`config.mk`:
```
export PLATFORM = sky130hd
export DESIGN_NAME = nested_irq_ctrl
export DESIGN_NICKNAME = d
export VERILOG_FILES = /design/src/rtl/nic_pkg.sv /design/src/rtl/nic_prio_pick.sv /design/src/rtl/nic_arbiter.sv /design/src/rtl/nic_level_stack.sv /design/src/rtl/nested_irq_ctrl.sv
export SDC_FILE = /design/constraint.sdc
export NUM_CORES = 1
export LEC_CHECK = 0
export BUFFER_PORTS_ARGS = -buffer_cell sky130_fd_sc_hd__buf_2
export CAP_MARGIN = 15
export CORE_AREA = 5 5 42 44
export CTS_CLUSTER_DIAMETER = 150
export DETAILED_ROUTE_END_ITERATION = 8
export DIE_AREA = 0 0 47 49
export PLACE_DENSITY = 0.75
export SLEW_MARGIN = 20
export SYNTH_ARGS = -nofsm -noshare
export SYNTH_HDL_FRONTEND = slang
export SYNTH_SLANG_ARGS = --single-unit
export TNS_END_PERCENT = 50
```
`constraint.sdc`:
```
create_clock -name clk -period 4.2 [get_ports clk]
set_input_delay 0.21 -clock clk [delete_from_list [all_inputs] [get_ports clk]]
set_output_delay 0.21 -clock clk [all_outputs]
set_load 0.005 [all_outputs]
```
`src/rtl/nic_pkg.sv`:
```
package nic_pkg;
  localparam int NUM_LVL = 4;
  localparam int LVL_W   = 3;
  localparam logic [LVL_W-1:0] MAIN_LVL = 3'd7;
  localparam int NUM_SHARED = 3;

  function automatic int sub_width(input int a, input int b);
    int m;
    m = (a > b) ? a : b;
    if (NUM_SHARED > m) m = NUM_SHARED;
    return (m > 1) ? $clog2(m) : 1;
  endfunction
endpackage

```
`src/rtl/nic_prio_pick.sv`:
```
module nic_prio_pick #(
  parameter int W  = 4,
  parameter int IW = 2
) (
  input  logic [W-1:0]  req,
  output logic          valid,
  output logic [IW-1:0] idx
);
  always_comb begin
    idx = '0;
    for (int i = W - 1; i >= 0; i--) begin
      if (req[i]) idx = IW'(i);
    end
    valid = |req;
  end
endmodule

```
`src/rtl/nic_arbiter.sv`:
```
module nic_arbiter #(
  parameter int NUM_MC  = 4,
  parameter int NUM_OPT = 3,
  parameter int SUB_W   = 2
) (
  input  logic                                  clk,
  input  logic                                  rst,
  input  logic [NUM_MC-1:0]                     mc_cause,
  input  logic                                  disk_req,
  input  logic [nic_pkg::NUM_SHARED-1:0]        shared_req,
  input  logic [NUM_OPT-1:0]                    opt_req,
  output logic [nic_pkg::NUM_LVL-1:0]           pend,
  output logic [nic_pkg::NUM_LVL-1:0][SUB_W-1:0] sub_by_lvl
);
  logic            mc_v, sh_v, op_v;
  logic [SUB_W-1:0] mc_idx, sh_idx, op_idx;

  nic_prio_pick #(.W(NUM_MC), .IW(SUB_W)) u_mc_pick (
    .req(mc_cause), .valid(mc_v), .idx(mc_idx));
  nic_prio_pick #(.W(nic_pkg::NUM_SHARED), .IW(SUB_W)) u_sh_pick (
    .req(shared_req), .valid(sh_v), .idx(sh_idx));
  nic_prio_pick #(.W(NUM_OPT), .IW(SUB_W)) u_op_pick (
    .req(opt_req), .valid(op_v), .idx(op_idx));

  always_comb begin
    pend          = {op_v, sh_v, disk_req, mc_v};
    sub_by_lvl[0] = mc_idx;
    sub_by_lvl[1] = '0;
    sub_by_lvl[2] = sh_idx;
    sub_by_lvl[3] = op_idx;
  end

  // machine-check sub code names a cause that is really raised
  assert_mc_cause_R8: assert property (@(posedge clk) disable iff (rst)
    pend[0] |-> mc_cause[mc_idx]);
  // shared level respects comms > keyboard > printer
  assert_shared_order_R9: assert property (@(posedge clk) disable iff (rst)
    pend[2] |-> (shared_req[sh_idx] && (sh_idx == '0 || !shared_req[0])
                 && (sh_idx != SUB_W'(2) || !shared_req[1])));
endmodule

```
`src/rtl/nic_level_stack.sv`:
```
module nic_level_stack (
  input  logic                          clk,
  input  logic                          rst,
  input  logic                          push,
  input  logic [1:0]                    push_lvl,
  input  logic                          exit_i,
  output logic [nic_pkg::NUM_LVL-1:0]   mask,
  output logic                          busy,
  output logic [nic_pkg::LVL_W-1:0]     cur_code
);
  import nic_pkg::*;
  logic [NUM_LVL-1:0] mask_q;
  logic [1:0]         top_idx;
  logic               top_v;

  nic_prio_pick #(.W(NUM_LVL), .IW(2)) u_top_pick (
    .req(mask_q), .valid(top_v), .idx(top_idx));

  always_ff @(posedge clk) begin
    if (rst) begin
      mask_q <= '0;
    end else if (exit_i) begin
      if (top_v) mask_q[top_idx] <= 1'b0;
    end else if (push) begin
      mask_q[push_lvl] <= 1'b1;
    end
  end

  always_comb begin
    mask     = mask_q;
    busy     = top_v;
    cur_code = top_v ? {1'b0, top_idx} : MAIN_LVL;
  end

  assert_exit_pop_R6: assert property (@(posedge clk) disable iff (rst)
    (exit_i && mask_q != '0) |=> ($countones(mask_q) + 1 == $countones($past(mask_q))));
  assert_exit_idle_R7: assert property (@(posedge clk) disable iff (rst)
    (exit_i && mask_q == '0) |=> (mask_q == '0));
endmodule

```
`src/rtl/nested_irq_ctrl.sv`:
```
module nested_irq_ctrl #(
  parameter int NUM_MC  = 4,
  parameter int NUM_OPT = 3,
  parameter int SUB_W   = nic_pkg::sub_width(NUM_MC, NUM_OPT)
) (
  input  logic                   clk,
  input  logic                   rst,
  input  logic [NUM_MC-1:0]      mc_cause_i,
  input  logic                   disk_req_i,
  input  logic [2:0]             shared_req_i,
  input  logic [NUM_OPT-1:0]     opt_req_i,
  input  logic                   exit_i,
  output logic                   take_o,
  output logic [2:0]             take_level_o,
  output logic [SUB_W-1:0]       take_sub_o,
  output logic [2:0]             cur_level_o,
  output logic [3:0]             active_mask_o
);
  import nic_pkg::*;
  localparam int RANK_W = LVL_W;

  logic [NUM_LVL-1:0]            pend, above, eligible;
  logic [NUM_LVL-1:0][SUB_W-1:0] sub_by_lvl;
  logic                          busy, win_v, grant;
  logic [1:0]                    win_idx;
  logic [LVL_W-1:0]              cur_code;
  logic [RANK_W-1:0]             cur_rank;
  logic                          take_q;
  logic [2:0]                    take_lvl_q;
  logic [SUB_W-1:0]              take_sub_q;

  nic_arbiter #(.NUM_MC(NUM_MC), .NUM_OPT(NUM_OPT), .SUB_W(SUB_W)) u_arb (
    .clk(clk), .rst(rst), .mc_cause(mc_cause_i), .disk_req(disk_req_i),
    .shared_req(shared_req_i), .opt_req(opt_req_i),
    .pend(pend), .sub_by_lvl(sub_by_lvl));

  // main program level ranks below every service level
  always_comb begin
    cur_rank = busy ? cur_code : RANK_W'(NUM_LVL);
    for (int i = 0; i < NUM_LVL; i++) above[i] = (RANK_W'(i) < cur_rank);
    eligible = pend & above;
  end

  nic_prio_pick #(.W(NUM_LVL), .IW(2)) u_lvl_pick (
    .req(eligible), .valid(win_v), .idx(win_idx));

  assign grant = win_v && !exit_i;

  nic_level_stack u_stack (
    .clk(clk), .rst(rst), .push(grant), .push_lvl(win_idx), .exit_i(exit_i),
    .mask(active_mask_o), .busy(busy), .cur_code(cur_code));

  always_ff @(posedge clk) begin
    if (rst) begin
      take_q     <= 1'b0;
      take_lvl_q <= '0;
      take_sub_q <= '0;
    end else begin
      take_q <= grant;
      if (grant) begin
        take_lvl_q <= {1'b0, win_idx};
        take_sub_q <= sub_by_lvl[win_idx];
      end
    end
  end

  assign take_o       = take_q;
  assign take_level_o = take_lvl_q;
  assign take_sub_o   = take_sub_q;
  assign cur_level_o  = cur_code;

  assert_take_current_R2: assert property (@(posedge clk) disable iff (rst)
    take_o |-> (take_level_o == cur_level_o));
  assert_no_lower_grant_R5: assert property (@(posedge clk) disable iff (rst)
    take_o |-> ($past(active_mask_o) == '0 || take_level_o < $past(cur_level_o)));
  assert_no_take_on_exit_R6: assert property (@(posedge clk) disable iff (rst)
    take_o |-> !$past(exit_i));
  assert_pulse_R11: assert property (@(posedge clk) disable iff (rst)
    take_o |=> (!take_o || take_level_o < $past(take_level_o)));
  assert_legal_code_R12: assert property (@(posedge clk) disable iff (rst)
    (cur_level_o < 3'd4 || cur_level_o == 3'd7) && (!take_o || take_level_o < 3'd4));
endmodule

```
==> flow_summary.yaml <==
placed_design:
  numPortBuffers: 25
  gp_weighted_congestion: 0.744
  hpwl_after_detailed_placement_um: 1210
die:
  pin_count: 27
  floorplan.rows: 14
  fp.dieW_um: 47
  die_area_mm2: 0.00230
  placeableCoreArea_mm2: 0.00140
  fp.dieH_um: 49
  initial_core_utilization_pct: 44.0
logic_synthesis:
  synthesized_net_count: 85
  synth.top_cells.by_count: "9 x dfxtp_1, 8 x nor2_1, 6 x a211oi_1, 5 x a21oi_1"
  ys.warnings.count: 0
  portion_of_the_post_synthesis_area_used_by_sequential_elements_pct: 29.2
  syn_inst: 71
  post_synth_main_area_contributors: "dfxtp_1 29%, a211oi_1 7.3%, nor4_4 6.9%"
  ys.flop_type: "dfxtp_1"
  avgSynthCellArea_um2: 8.69
  synth_top_cell_by_area: "dfxtp_1"
  mapped_cell_area_um2: 617
  ys_ff_latch: 9
  synthDominantCellAreaShare_pct: 29.2
  async_flop_share_pct: 0
  yosysUniqueCellTypes: 37
  yosys.cell_count.top_type: "dfxtp_1"
  number_of_enable_flip_flop_cells_after_synthesis: 0
power:
  power_mw: 0.214
  p_leak_nw: 0.313
  power_density_mw_per_mm2: 281
  vdd_ir_drop_max_mv: 0.200
routing:
  drt-wirelength-per-cell_um: 13.3
  drc_errors: 0
  antenna_violating_nets_post_route: 0
  dr.first_iter.drc_count: 8
  routed_via_density: 5.80
  routed-via-count: 650
  routed_wirelength_um: 1490
  detail_route.first_pass.iterations: 4
worst_setup_path:
  critical_path.reg2reg.startpoint: "u_stack.mask[0]"
  worst-endpoint-arrival_ns: 1.87
  worst_setup_path_end_kind: "flip-flop"
  timing.critical_path.from_type: "flip-flop"
  critPathKind: "flip-flop to flip-flop"
  startpoint: "u_stack.mask[0]"
  critPathRequiredTime_ns: 4.39
  worstPathMaxFanout: 12
sta:
  max_freq_mhz: 597
  final_max_slew_viol_count: 0
  setup_tns_ns: 0
  grt_setup_unrepaired: "false"
  hold_violations: 0
  finalSetupViolCount: 0
  min_period_ns: 1.68
  post-route-period-util_pct: 39.9
  finalClockSkew_ns: 0.000308
clocking:
  clockBufferDepth: 2
  clock_tree.root_cell: "clkbuf_4"
  hold_buffer_count_at_cts: 0
  number_of_sinks_on_the_clock_net: 9
  post_cts.repair.setup_buffers: 0
  clock_tree_from_tritoncts: "done"
  cts_made_buffers: 3
  clk-insertion-delay-late_ns: 0.27
  worst_setup_hold_path_clk_slew_ns: 0.06
  post_cts_resized: 0
  h-tree-depth: 1
cells_and_area:
  antenna_cells: 0
  nNetsFinal: 111
  drive_above_1_share_pct: 40.6
  area.growth.synth_to_final_pct: 23.5
global_route:
  groute.usage.overall_pct: 14.3
  grt_pass1_vias: 601
  grt_pass1_wl_um: 2460
  antenna_found_initial: 0
  grt_overflow_total: 0
  grt_max_degree: 13
worst_hold_path:
  worstHoldPathType: "input pin to flip-flop"
  hold_start: "rst"
run_status:
  run_status: "finished clean"
run:
  max_cap_violations: 0
-- state kept, by name (all words and copies together) (netlist names) --
name,flops
take_o,1
take_sub_o,2
u_stack.mask,4
take_level_o,2
-- per-stage QoR --
stage | utilization, % | hold slack, ns | cell area, um2 | worst slack [ns] | std cells
3_5_place_dp | 52.5 | 0.507 | 736 | 2.55 | 108
3_3_place_gp | 52.5 | 0.488 | 736 | 2.59 | 108
2_1_floorplan | - | 0.360 | 617 | 2.69 | 71
6_report | 54.4 | 0.234 | 762 | 2.52 | 112
4_1_cts | 54.4 | 0.235 | 762 | 2.53 | 112
5_1_grt | 54.4 | 0.253 | 762 | 2.42 | 112
-- final cells by class --
type	count	area, um2
multi-input cells	54	395
flip-flops and latches	9	180
well taps	16	20.0
inverters	4	15.0
repair buffers	25	125
fillers	138	639
clock buffers	4	26.3
-- cells by family (layout without fill, tap and decap cells) --
logic type,Yosys count,count (layout),synth area share [%]
AOI/OAI and AO/OA,22,22,27.8
buffers and inverters,8,33,6.69
DFF,9,9,29.2
other,1,1,0.608
and+or+nand+nor,31,31,35.7
-- per-layer routing --
metal  global-route usage (%)  vias up  routed length (um)
li1                         -      321                   -
met2                     22.4       31                 697
met5                        0        -                   0
met3                     3.69        2                 128
met1                     18.1      296                 646
met4                     5.53        0                  21
-- layout by cell type, fill, tap and decap left out, drive strengths merged, types with 2 or more instances in the layout --
| cell type | instances |
|---|---|
| nand4 | 2 |
| a211oi | 7 |
| nor4 | 3 |
| nor2 | 9 |
| nor3 | 6 |
| or3 | 2 |
| clkbuf | 4 |
| dfxtp | 9 |
| o21ai | 3 |
| buf | 25 |
| a21oi | 6 |
| nand2 | 2 |
| inv | 4 |
-- critical path, stage by stage, from the launching register on --
cell,delay [ns]
dfxtp_1,0.46
nor4_4,0.46
a22oi_1,0.22
a21oi_4,0.23
nor2_2,0.05
a211oi_2,0.17
-- worst paths after layout --
check / end / slack, ns / cells past startpoint
worst max-delay path: take_sub_o[0] / 2.52 / 5
worst min-delay path: take_sub_o[0] / 0.23 / 2
worst max register to register: take_sub_o[0] / 2.52 / 5
worst min register to register: take_sub_o[0] / 0.51 / 2
-- power breakdown --
| group | switching (mW) | total (mW) | internal [mW] | leakage [nW] |
|---|---|---|---|---|
| combinational | 0.0271 | 0.0503 | 0.0232 | 0.224 |
| sequential | 0.00446 | 0.0937 | 0.0893 | 0.0738 |
| clock | 0.0334 | 0.0702 | 0.0368 | 0.0150 |
(Power assumes the default switching activity.)
